$ cat src/rtl/sarseq_pkg.sv
package sarseq_pkg;
  typedef enum logic [2:0] {
    ST_LOCK,
    ST_IDLE,
    ST_HUNT,
    ST_ADDR,
    ST_SETTLE,
    ST_MSB,
    ST_LSB,
    ST_DONE
  } seq_st_e;
endpackage

$ cat src/rtl/sclk_edge_det.sv
module sclk_edge_det (
  input  logic clk,
  input  logic rst_n,
  input  logic sclk,
  output logic rise,
  output logic fall
);
  logic sclk_q;

  always_ff @(posedge clk or negedge rst_n) begin
    if (!rst_n) sclk_q <= 1'b0;
    else        sclk_q <= sclk;
  end

  assign rise = sclk & ~sclk_q;
  assign fall = ~sclk & sclk_q;
endmodule

$ cat src/rtl/sar_search_reg.sv
module sar_search_reg #(
  parameter int RES_W = 8
) (
  input  logic             clk,
  input  logic             rst_n,
  input  logic             clr,
  input  logic             begin_s,
  input  logic             step,
  input  logic             cmp_hi,
  output logic             last,
  output logic [RES_W-1:0] code
);
  localparam int IDX_W = (RES_W > 1) ? $clog2(RES_W) : 1;

  logic [IDX_W-1:0] idx;
  logic [RES_W-1:0] code_nxt;

  // keep/drop current trial, arm the next lower one
  always_comb begin
    code_nxt = code;
    code_nxt[idx] = cmp_hi;
    if (idx != '0) code_nxt[idx - 1'b1] = 1'b1;
  end

  always_ff @(posedge clk or negedge rst_n) begin
    if (!rst_n) begin
      code <= '0;
      idx  <= '0;
    end else if (clr) begin
      code <= '0;
      idx  <= '0;
    end else if (begin_s) begin
      code <= {1'b1, {(RES_W-1){1'b0}}};
      idx  <= IDX_W'(RES_W-1);
    end else if (step) begin
      code <= code_nxt;
      if (idx != '0) idx <= idx - 1'b1;
    end
  end

  assign last = (idx == '0);

  a_r4_first_trial: assert property (@(posedge clk) disable iff (!rst_n || clr)
    begin_s |=> (code[RES_W-1] && $onehot(code)));

  a_r5_next_trial: assert property (@(posedge clk) disable iff (!rst_n || clr)
    (step && idx != '0) |=> code[$past(idx) - 1'b1]);

  a_r5_upper_kept: assert property (@(posedge clk) disable iff (!rst_n || clr)
    (step && idx != '0 && idx != IDX_W'(RES_W-1)) |=> (code[RES_W-1] == $past(code[RES_W-1])));
endmodule

$ cat src/rtl/result_serializer.sv
module result_serializer #(
  parameter int RES_W = 8
) (
  input  logic             clk,
  input  logic             rst_n,
  input  logic             clr,
  input  logic             drive_on,
  input  logic             msb_bit,
  input  logic             bit_val,
  input  logic             load,
  input  logic [RES_W-2:0] upper,
  input  logic             shift,
  output logic             empty,
  output logic             do_out,
  output logic             do_oe
);
  localparam int CNT_W = (RES_W > 1) ? $clog2(RES_W) : 1;

  logic [RES_W-2:0] shreg;
  logic [CNT_W-1:0] cnt;

  always_ff @(posedge clk or negedge rst_n) begin
    if (!rst_n) begin
      shreg <= '0; cnt <= '0; do_out <= 1'b0; do_oe <= 1'b0;
    end else if (clr) begin
      shreg <= '0; cnt <= '0; do_out <= 1'b0; do_oe <= 1'b0;
    end else begin
      if (drive_on) begin
        do_oe  <= 1'b1;
        do_out <= 1'b0;
      end
      if (msb_bit) do_out <= bit_val;
      if (load) begin
        shreg <= upper;
        cnt   <= CNT_W'(RES_W-1);
      end
      if (shift) begin
        if (cnt != '0) begin
          do_out <= shreg[0];
          shreg  <= shreg >> 1;
          cnt    <= cnt - 1'b1;
        end else begin
          do_oe  <= 1'b0;
          do_out <= 1'b0;
        end
      end
    end
  end

  assign empty = (cnt == '0);

  a_r7_release: assert property (@(posedge clk) disable iff (!rst_n || clr)
    (shift && empty) |=> !do_oe);

  a_r7_lsb_stream: assert property (@(posedge clk) disable iff (!rst_n || clr)
    (shift && !empty) |=> (do_oe && do_out == $past(shreg[0])));
endmodule

$ cat src/rtl/sar_serial_seq.sv
module sar_serial_seq #(
  parameter int RES_W  = 8,
  parameter int ADDR_W = 2
) (
  input  logic              clk,
  input  logic              rst_n,
  input  logic              cs_n,
  input  logic              sclk,
  input  logic              di,
  input  logic              cmp_hi,
  output logic              do_out,
  output logic              do_oe,
  output logic [ADDR_W-1:0] mux_sel,
  output logic [RES_W-1:0]  dac_code
);
  import sarseq_pkg::*;

  localparam int ACNT_W = (ADDR_W > 1) ? $clog2(ADDR_W) : 1;

  seq_st_e           st;
  logic [ACNT_W-1:0] acnt;
  logic [ADDR_W-1:0] addr_sh;
  logic              rise, fall;
  logic              sar_begin, sar_step, sar_last;
  logic              ser_shift, ser_empty;

  sclk_edge_det u_edge (
    .clk(clk), .rst_n(rst_n), .sclk(sclk), .rise(rise), .fall(fall)
  );

  assign sar_begin = (st == ST_SETTLE) && fall;
  assign sar_step  = (st == ST_MSB) && fall;
  assign ser_shift = (st == ST_LSB) && fall;

  always_ff @(posedge clk or negedge rst_n) begin
    if (!rst_n) begin
      st <= ST_LOCK; acnt <= '0; addr_sh <= '0; mux_sel <= '0;
    end else if (cs_n) begin
      st <= ST_IDLE; acnt <= '0; addr_sh <= '0; mux_sel <= '0;
    end else begin
      unique case (st)
        ST_IDLE: st <= ST_HUNT;
        ST_HUNT: if (rise && di) begin
          st   <= ST_ADDR;
          acnt <= '0;
        end
        ST_ADDR: if (rise) begin
          addr_sh <= {addr_sh[ADDR_W-2:0], di};
          if (acnt == ACNT_W'(ADDR_W-1)) begin
            mux_sel <= {addr_sh[ADDR_W-2:0], di};
            st      <= ST_SETTLE;
          end else begin
            acnt <= acnt + 1'b1;
          end
        end
        ST_SETTLE: if (fall) st <= ST_MSB;
        ST_MSB:    if (fall && sar_last) st <= ST_LSB;
        ST_LSB:    if (fall && ser_empty) st <= ST_DONE;
        default:   st <= st;  // LOCK and DONE wait for select high
      endcase
    end
  end

  sar_search_reg #(.RES_W(RES_W)) u_sar (
    .clk(clk), .rst_n(rst_n), .clr(cs_n),
    .begin_s(sar_begin), .step(sar_step), .cmp_hi(cmp_hi),
    .last(sar_last), .code(dac_code)
  );

  result_serializer #(.RES_W(RES_W)) u_ser (
    .clk(clk), .rst_n(rst_n), .clr(cs_n),
    .drive_on(sar_begin), .msb_bit(sar_step), .bit_val(cmp_hi),
    .load(sar_step && sar_last), .upper(dac_code[RES_W-1:1]),
    .shift(ser_shift), .empty(ser_empty),
    .do_out(do_out), .do_oe(do_oe)
  );

  a_r8_quiet_while_addr: assert property (@(posedge clk) disable iff (!rst_n)
    (st == ST_HUNT || st == ST_ADDR || st == ST_SETTLE) |-> !do_oe);

  a_r3_mux_hold: assert property (@(posedge clk) disable iff (!rst_n || cs_n)
    ((st == ST_MSB || st == ST_LSB || st == ST_DONE) && $past(st) != ST_ADDR
      && $past(st) != ST_IDLE) |-> $stable(mux_sel));

  a_r10_clear: assert property (@(posedge clk) disable iff (!rst_n)
    cs_n |=> (!do_oe && dac_code == '0 && mux_sel == '0));

  a_r9_no_restart: assert property (@(posedge clk) disable iff (!rst_n || cs_n)
    (st == ST_DONE) |=> (!do_oe && $stable(dac_code)));

  a_r1_locked: assert property (@(posedge clk) disable iff (!rst_n)
    (st == ST_LOCK) |-> (!do_oe && dac_code == '0));
endmodule

$ cat config.mk
export PLATFORM = sky130hd
export DESIGN_NAME = sar_serial_seq
export DESIGN_NICKNAME = d
export VERILOG_FILES = /design/src/rtl/sarseq_pkg.sv /design/src/rtl/sclk_edge_det.sv /design/src/rtl/sar_search_reg.sv /design/src/rtl/result_serializer.sv /design/src/rtl/sar_serial_seq.sv
export SDC_FILE = /design/constraint.sdc
export NUM_CORES = 1
export LEC_CHECK = 0
export ABC_CLOCK_PERIOD_IN_PS = 2300
export BUFFER_PORTS_ARGS = -buffer_cell sky130_fd_sc_hd__buf_4
export CORE_MARGIN = 2
export CORE_UTILIZATION = 52
export DETAILED_ROUTE_END_ITERATION = 7
export PLACE_DENSITY = 0.72
export RECOVER_POWER = 100
export SYNTH_ARGS = -nofsm -noshare
export SYNTH_HDL_FRONTEND = slang
export SYNTH_SLANG_ARGS = --single-unit
$ cat constraint.sdc
create_clock -name clk -period 2.3 [get_ports clk]
set_input_delay 0.115 -clock clk [delete_from_list [all_inputs] [get_ports clk]]
set_output_delay 0.115 -clock clk [all_outputs]
set_load 0.1 [all_outputs]
=== Word level (Yosys, flattened, before mapping) ===
Index checks and enable logic that the tools add are counted.

* Output and inout bits: 12
* Memory bits (writable): 0
* Memories: 0
* Bits in latches: 0
* Bits in registers: 31
* ROM bits: 0
* Input bits: 6

* Reduce and logical (&&, ||, !) cells: 26
* Multiply operators: 0
* Div/mod/pow operators: 0
* Shifts and indexed selects: 0
* Bitwise logic cells: 5
* Order comparisons: 4
* Eq/ne operators: 12
* $add $sub $neg: 3
* Mux-type cells: 50

{| class="wikitable"
|+ Operators with widths
! kind !! count
|-
| $mux W3 || 15
|-
| $mux W8 || 4
|-
| $mux W7 || 4
|-
| $mux W1 || 18
|-
| $pmux W3 S6 || 1
|-
| $reduce_bool A3 Y1 || 5
|-
| $ne A3 B3 Y1 const B || 4
|-
| $eq A3 B3 Y1 const B || 3
|-
| $logic_and A1 B1 Y1 || 9
|-
| $bwmux W8 || 1
|-
| $lt A3 B4 Y1 const B || 2
|-
| $mux W2 || 4
|-
| $or A8 B8 Y8 || 1
|-
| $reduce_and A7 Y1 || 1
|-
| $reduce_bool A7 Y1 || 1
|-
| $demux W1 S3 || 2
|-
| $eq A3 B2 Y1 const B || 2
|-
| $ge A3 B1 Y1 const B || 2
|-
| $logic_not A3 Y1 || 2
|-
| $ne A3 B2 Y1 const B || 2
|-
| $reduce_and A3 Y1 || 2
|-
| $reduce_bool A2 Y1 || 3
|-
| $sub A3 B1 Y3 const B || 2
|-
| $reduce_and A2 Y1 || 2
|-
| 6 further kinds || 8
|}

=== Logic depth before layout (Yosys ltp) ===
Gate-level depths: netlist of run 1.

* Depth in word-level cells: 10
* Gate-level depth with buffers: 8

=== Hierarchy ===
Synthesis of run 1 repeated with hierarchy kept, for this count alone.

* Cell total of the unflattened synthesis: 198
* Area total of the unflattened synthesis: 2004.4 um^2

{| class="wikitable"
|+ By module, submodules not included
! module !! area each (um^2) !! times used !! seq. area each (um^2) !! cells an instance
|-
| sar_search_reg || 814.5 || 1 || 275.3 || 81
|-
| result_serializer || 733.2 || 1 || 300.3 || 67
|-
| sar_serial_seq || 416.6 || 1 || 175.2 || 47
|-
| sclk_edge_det || 40.0 || 1 || 25.0 || 3
|}

=== Worst setup path before layout of run 1 ===
OpenSTA, ideal clock, no wires.

* Path kind: flip-flop to flip-flop
* Start: reg u_sar.idx[0]
* End: reg u_sar.code[7]
* Cell stages (with the launch flop): 8
* Library setup time: 0.099 ns
* Arrival: 1.986 ns
* Path buffers: 1
* Slack: 0.215 ns
* Required time: 2.201 ns
* Path through: dfrtp_1 inv_1 clkbuf_1 ha_1 or3b_2 a21oi_1 o2bb2ai_1 a311oi_1

* Word-level cells in the longest chain between the ends: 10

{| class="wikitable"
|+ Ends and longest elaborated chain
! item !! line !! text
|-
| start: declaration || sar_search_reg.sv:15 || <nowiki>logic [IDX_W-1:0] idx;</nowiki>
|-
| start signal: assignment || sar_search_reg.sv:34 || <nowiki>idx <= IDX_W'(RES_W-1);</nowiki>
|-
| start signal: assignment || sar_search_reg.sv:37 || <nowiki>if (idx != '0) idx <= idx - 1'b1;</nowiki>
|-
| $sub A3 B1 Y3 (tied with other cells) || sar_search_reg.sv:22 || <nowiki>if (idx != '0) code_nxt[idx - 1'b1] = 1'b1;</nowiki>
|-
| $lt A3 B4 Y1 (not written as such) (tied with other cells) || sar_search_reg.sv:22 ||
|-
| $logic_and A1 B1 Y1 (not written as such) or $mux W1 (tied branches) || sar_search_reg.sv:22, sar_search_reg.sv:21 ||
|-
| $mux W1 (not written as such) or $demux W1 S3 (tied branches) || n/a ||
|-
| $demux W1 S3 or $bwmux W8 (tied branches) || n/a ||
|-
| $or A8 B8 Y8 (no line) || n/a ||
|-
| $mux W8 * || sar_search_reg.sv:22 ||
|-
| $mux W8 * || sar_search_reg.sv:35 || <nowiki>end else if (step) begin</nowiki>
|-
| $mux W8 * || sar_search_reg.sv:32 || <nowiki>end else if (begin_s) begin</nowiki>
|-
| $mux W8 * || sar_search_reg.sv:29 || <nowiki>end else if (clr) begin</nowiki>
|-
| end signal: assignment || sar_search_reg.sv:33 || <nowiki>code <= {1'b1, {(RES_W-1){1'b0}}};</nowiki>
|-
| end signal: assignment || sar_search_reg.sv:36 || <nowiki>code <= code_nxt;</nowiki>
|-
| end: declaration || sar_search_reg.sv:11 || <nowiki>output logic [RES_W-1:0] code</nowiki>
|}

Every way passes the cells marked *; elsewhere a longest branch is shown, timed or not. The select of a mux whose other input is x is not followed.
A chain may end at the register's enable or synchronous reset.

=== Worst setup path after layout of run 1 ===
Same ends and word-level chain as after synthesis.

==> results.json, run 1 <==
{
  "status": "finished with violations",
  "violations": "capacitance limit, slew limit",
  "maxCapViolCount": 1,
  "ys_seq_elements": 31,
  "clockRootBuffer": "clkbuf_4",
  "max_freq_mhz": 483,
  "seqCellArea_um2": 776,
  "grt_max_degree": 32,
  "grt_use_met2_pct": 34.3,
  "drive_gt1_share_pct": 8.57,
  "via_count": 1554,
  "overflow": 0,
  "met3_usage_pct": 5.77,
  "path_cells": "clkinvlp_4 > ha_1 > or3b_2 > a21oi_1 > o2bb2ai_1 > a311oi_1",
  "avgSynthCellArea_um2": 9.42,
  "power_density_nw_per_um2": 538,
  "io_pins": 18,
  "cts_tree": "yes",
  "core_um2": 3340,
  "startpoint": "u_sar.idx[0]",
  "post-route-min-period_ns": 2.07,
  "crit_fanout": 12,
  "cts_max_path_buffers": 2,
  "dieArea_um2": 3970,
  "nFillCells": 314,
  "dpl.hpwl_mm": 2.59,
  "hold_viol": 0,
  "synthesis.area_um2": 1810,
  "fin_ws_ns": 0.230,
  "grt_busiest_layer": "met2",
  "cts_made_buffers": 5,
  "finalCritPeriodShare_pct": 90.0,
  "clock_sinks": 31,
  "cp_data_required_time_ns": 2.55,
  "syn-num-nets": 202,
  "drv_slew": 32,
  "area_growth_syn_to_layout_pct": 10.9,
  "synth_cells": 192,
  "worstHoldStart": "di",
  "antenna_left": 0,
  "multiInputGateArea_um2": 918,
  "r2r-start": "u_sar.idx[0]",
  "htreeDepth": 2,
  "slowest_stage": "or3b_2",
  "place_congestion": 0.868,
  "fin_nets": 219,
  "yosysWarningCount": 0,
  "place_area_um2": 1950,
  "track_usage_pct": 22.1,
  "finalWirelength_mm": 3.81,
  "hold_path_class": "in -> reg",
  "crit_arrival_ns": 2.32,
  "slew_headroom_pct": -9.93,
  "leakage_nw": 0.831,
  "rsz0062_at_grt": "no",
  "totalNegativeSetupSlack_ns": 0,
  "diodes": 0,
  "start_util_pct": 54.2,
  "grt_first_pass_wirelength_mm": 7.03,
  "use_met1_pct": 30.1,
  "netlist-cell-type-count": 42,
  "clk_pin_slew_ns": 0.10,
  "die_x_um": 63.0,
  "post-place-ws_ns": 0.231,
  "worstMarginPinSlew_ns": 1.65,
  "finClkSkew_ns": 0.00920,
  "floorplan.rows": 21,
  "die_h_um": 63.0,
  "port_buffers": 17,
  "setup_violations": 0,
  "wl_per_cell_um": 14.9,
  "peakVddDrop_mv": 0.332,
  "route.detailed.drc": 0,
  "critPathLaunchType": "register",
  "drt-pass1-iter-count": 4,
  "seq_area_frac_synth_pct": 42.9,
  "worstSkewPairLatency_ns": 0.34,
  "drtIter0Drc": 121,
  "antenna_found_initial": 0,
  "max_stage_delay_ns": 0.47,
  "viasPerCell": 6.07,
  "stdcell_area_um2": 2010,
  "grt_pass1_vias": 1488,
  "path_class": "reg -> reg",
  "crit_path_end_kind": "register"
}
## final cells by class
class / count / area share [%]
clock buffers: 6 / 2.56
clock inverters: 2 / 1.75
inverters: 9 / 1.87
multi-input cells: 139 / 45.8
flip-flops and latches: 31 / 38.7
well taps: 46 / 2.87
repair buffers: 23 / 6.49
## power breakdown
group          switching [mW]  total [mW]  leakage (nW)  internal (mW)
Combinational          0.0405      0.0626         0.356         0.0220
Sequential             0.0119       0.562         0.426          0.550
Clock                   0.197       0.454        0.0482          0.257
## cell usage in the layout (no fill, tap or decap), drive strengths merged, types with 3 or more instances in the layout
| cell | Yosys | routed |
|---|---|---|
| o21ai | 9 | 9 |
| a21oi | 10 | 10 |
| nand2 | 8 | 8 |
| nor2b | 4 | 4 |
| o2bb2ai | 3 | 3 |
| nor3 | 9 | 9 |
| clkbuf | 9 | 22 |
| dfrtp | 31 | 31 |
| ha | 4 | 4 |
| nand2b | 5 | 5 |
| a221oi | 3 | 3 |
| nor2 | 18 | 18 |
| buf | 4 | 5 |
| inv | 9 | 8 |
| nand3 | 7 | 7 |
| a211oi | 13 | 13 |
| nand4 | 7 | 7 |
| mux2i | 10 | 10 |
## metal layers
layer	routed length, µm	share of wire [%]
met1	1820	48
met3	178	4.7
met4	53	1.4
met5	0	0
met2	1750	46
## flip-flops by register name, indices dropped and copies added, names as in the netlist
name / count
u_ser.shreg: 7
u_ser.do_oe: 1
u_sar.idx: 3
u_edge.sclk_q: 1
u_ser.do_out: 1
u_sar.code: 8
mux_sel: 2
addr_sh: 1
st: 3
u_ser.cnt: 3
acnt: 1
## cells by family (layout without fill, tap and decap cells)
group,Yosys count,in the layout,synth area share (%)
flip-flops,31,31,42.9
adder cells (fa/ha/maj),4,4,2.77
multiplexers,10,10,5.53
buffers and inverters,22,40,5.60
AND/OR/NAND/NOR,70,70,22.4
AO/OA/AOI/OAI,55,55,20.8
## synthesized netlist by cell type, drive strengths merged
master,n,area (µm²)
a211oi,13,97.6
a21o,2,15.0
a21oi,10,50.1
a221oi,3,26.3
a22o,1,8.76
a311oi,2,17.5
a31oi,2,12.5
a32oi,2,17.5
and2,1,6.26
and2b,1,7.51
and3,2,12.5
and4bb,1,12.5
buf,4,32.5
clkbuf,9,35.0
dfrtp,31,776
ha,4,50.1
inv,9,33.8
mux2i,10,100
nand2,8,30.0
nand2b,5,31.3
nand3,7,35.0
nand3b,2,15.0
nand4,7,43.8
nand4bb,1,27.5
nor2,18,70.1
nor2b,4,25.0
nor3,9,56.3
nor3b,1,7.51
nor4bb,1,10.0
o2111ai,1,8.76
o211ai,2,15.0
o21ai,9,45.0
o22ai,2,12.5
o2bb2ai,3,26.3
o311ai,1,8.76
o31ai,2,15.0
or2,1,6.26
or3b,1,8.76
## critical path, delay by kind of cell (launching register included)
family	cells	cell delay, ns
AND/OR/NAND/NOR	1	0.47
adder cells (fa/ha/maj)	1	0.29
flip-flops	1	0.41
AO/OA/AOI/OAI	3	0.58
buffers and inverters	1	0.22
## per-stage QoR
| step | cells | util, % | total power [mW] | hold slack, ns |
|---|---|---|---|---|
| global route | 256 | 60.1 | 1.12 | 0.0709 |
| CTS | 255 | 61.6 | 1.09 | 0.0497 |
| global placement | 245 | 58.4 | 0.634 | 0.0640 |
| detailed placement | 245 | 58.4 | 0.637 | 0.0702 |
| finish | 256 | 60.1 | 1.08 | 0.0541 |
| floorplan | 192 | - | 0.607 | -0.181 |
## path summary, 6_finish.rpt
check	slack (ns)	to	depth (start not counted)
max in group asynchronous	0.62	mux_sel[1]	2
min in group asynchronous	0.72	u_sar.idx[2]	2
setup reg to reg	0.23	u_sar.code[7]	6
hold reg to reg	0.51	u_ser.cnt[0]	1
setup / recovery	0.23	u_sar.code[7]	6
hold / removal	0.05	addr_sh[0]	3
## repair_timing
| action | in CTS | in global routing |
|---|---|---|
| hold buffers | 2 | 0 |
| setup endpoints to repair | 0 | 7 |
| setup buffers | 0 | 1 |
| endpoints found under the hold margin | 32 | 0 |
| gates resized for setup | 0 | 1 |
(Power assumes the default switching activity.)
==> run 2: changes to the inputs <==
--- a/config.mk
+++ b/config.mk
@@ -7,6 +7,7 @@
 export LEC_CHECK = 0
 export ABC_CLOCK_PERIOD_IN_PS = 2300
 export BUFFER_PORTS_ARGS = -buffer_cell sky130_fd_sc_hd__buf_4
+export CORE_ASPECT_RATIO = 0.5
 export CORE_MARGIN = 2
 export CORE_UTILIZATION = 52
 export DETAILED_ROUTE_END_ITERATION = 7
==> run 2 against run 1 <==
Effect of this change:
- cell area increased by 0.87%
- power increased by 2.0%
- critical endpoint is now u_ser.shreg[2]
- the run still ends with capacitance limit, slew limit left
- global-route usage increased by 0.34 points
- sequential power about the same
==> results.json, run 2 (synthesis gave the netlist of run 1 again) <==
{
  "setup_violations": 0,
  "drv_slew": 32,
  "max_freq_mhz": 485,
  "track_usage_pct": 22.5,
  "dieArea_um2": 4000,
  "grt_pass1_vias": 1359,
  "cts_tree": "yes",
  "fin_nets": 220,
  "drt-pass1-iter-count": 4,
  "dpl.hpwl_mm": 2.79,
  "endpoint": "u_ser.shreg[2]",
  "cp_data_required_time_ns": 2.48,
  "largest_register_ffs": 8,
  "peakVddDrop_mv": 0.222,
  "violations": "capacitance limit, slew limit",
  "regMostFlops": "u_sar.code",
  "power_density_nw_per_um2": 544,
  "antenna_left": 0,
  "reg2reg_to": "u_sar.code[7]",
  "start_util_pct": 53.6,
  "finalCritPeriodShare_pct": 89.6,
  "crit_family": "simple AND/OR/NAND/NOR gates",
  "dp.cells": 243,
  "hold_viol": 0,
  "diodes": 0,
  "path_cells": "dlygate4sd3_1 > clkbuf_1 > nand4bb_4 > nor3_4 > mux2i_1 > a211oi_1",
  "crit_arrival_ns": 2.24,
  "cts_made_buffers": 5,
  "floorplan.rows": 15,
  "max_stage_delay_ns": 0.62,
  "grt_first_pass_wirelength_mm": 6.71,
  "place_congestion": 0.869,
  "clk_pin_slew_ns": 0.06,
  "crit_fanout": 12,
  "maxCapViolCount": 1,
  "rsz0062_at_grt": "no",
  "totalNegativeSetupSlack_ns": 0,
  "drive_gt1_share_pct": 9.48,
  "cts-resized-gates": 0,
  "startpoint": "sclk",
  "clockRootBuffer": "clkbuf_8",
  "status": "finished with violations",
  "worstSkewPairLatency_ns": 0.28,
  "worstMarginPinSlew_ns": 1.68,
  "final_cell_mix": "31 x dfrtp_1, 17 x nor2_1, 16 x clkbuf_1",
  "clock_sinks": 31,
  "crit_path_end_kind": "register",
  "core_um2": 3380,
  "critical_path_depth": 6,
  "reg.largest.list": "u_sar.code x8, u_ser.shreg x7",
  "die_x_um": 87.4,
  "slew_headroom_pct": -11.8,
  "r2r-start": "u_sar.idx[1]",
  "post_cts_buffers": 0,
  "via_count": 1570,
  "critical_path_buf_inv_count": 2,
  "route.detailed.drc": 0,
  "die_h_um": 45.7,
  "hold_path_class": "in -> reg",
  "place_area_um2": 1960,
  "mostFrequentLayoutCell": "dfrtp_1",
  "wl_per_cell_um": 16.3,
  "critPathLaunchType": "primary input",
  "finClkSkew_ns": 0.00641,
  "antenna_found_initial": 0,
  "post-route-min-period_ns": 2.06,
  "finalWirelength_mm": 4.12,
  "rr_worst_depth": 6,
  "grt_max_degree": 32,
  "r2r_slack_ns": 0.32,
  "drtIter0Drc": 90,
  "slowest_stage": "nor3_4",
  "htreeDepth": 2,
  "area_growth_syn_to_layout_pct": 11.8,
  "instances_no_fill": 253,
  "overflow": 0,
  "path_class": "in -> reg",
  "io_pins": 18,
  "stdcell_area_um2": 2020,
  "port_buffers": 17,
  "leakage_nw": 0.840,
  "cts_max_path_buffers": 2,
  "viasPerCell": 6.21
}
-- run 2: changes by cell type in the layout (fill, tap and decap cells not counted), sizes merged --
cell | before | now
buf | 5 | 7
bufinv | 1 | 0
clkbuf | 22 | 23
clkinv | 1 | 0
clkinvlp | 1 | 0
inv | 8 | 9
-- run 2: how the worst min path moves through the flow --
stage | startpoint | end | slack, ns | cells after the start
floorplan | rst_n | acnt | -0.18 | 0
global placement | rst_n | u_sar.code[0] | 0.07 | 1
detailed placement | rst_n | u_sar.code[0] | 0.07 | 1
CTS | di | addr_sh[0] | 0.10 | 3
global route | di | addr_sh[0] | 0.11 | 3
finish | di | mux_sel[0] | 0.12 | 3
-- run 2: through the flow --
| step | utilization (%) | worst slack, ns | hold WS, ns | power (mW) |
|---|---|---|---|---|
| after detailed placement | 58.0 | 0.293 | 0.0721 | 0.640 |
| after floorplan | - | 0.215 | -0.181 | 0.607 |
| final | 59.9 | 0.238 | 0.116 | 1.10 |
| after global routing | 59.9 | 0.0985 | 0.109 | 1.15 |
| after CTS | 61.6 | 0.282 | 0.102 | 1.11 |
| after global placement | 58.0 | 0.398 | 0.0692 | 0.638 |
-- run 2: repair_timing --
item	in CTS	in global routing
endpoints found under the setup margin	0	0
endpoints found under the hold margin	32	0
hold buffers	2	0
-- run 2: per-layer routing --
metal | vias to the layer above | routed length (µm) | part of all wire, % | GRT usage, %
met5 | - | 0 | 0 | 0
met4 | 0 | 42 | 1.0 | 6.15
met3 | 7 | 242 | 5.9 | 6.16
met2 | 57 | 1760 | 43 | 32.1
met1 | 754 | 2080 | 50 | 33.6
li1 | 752 | - | - | -
-- run 2: power by group --
group / internal [mW] / switching, mW
registers: 0.551 / 0.00838
clock network: 0.273 / 0.196
logic: 0.0252 / 0.0469
total: 0.849 / 0.251
-- run 2: worst min-delay path: cells and delay by family --
kind / cells / cell delay (ns)
buffers and inverters: 1 / 0.10
muxes: 1 / 0.06
and+or+nand+nor: 1 / 0.08
-- run 2: area by class of cell --
class / instances / area, µm²
timing repair buffer: 24 / 129
clock buffer: 8 / 100
multi-input combinational: 139 / 932
inverter: 9 / 33.8
fill: 293 / 1360
tap: 42 / 52.6
sequential: 31 / 776
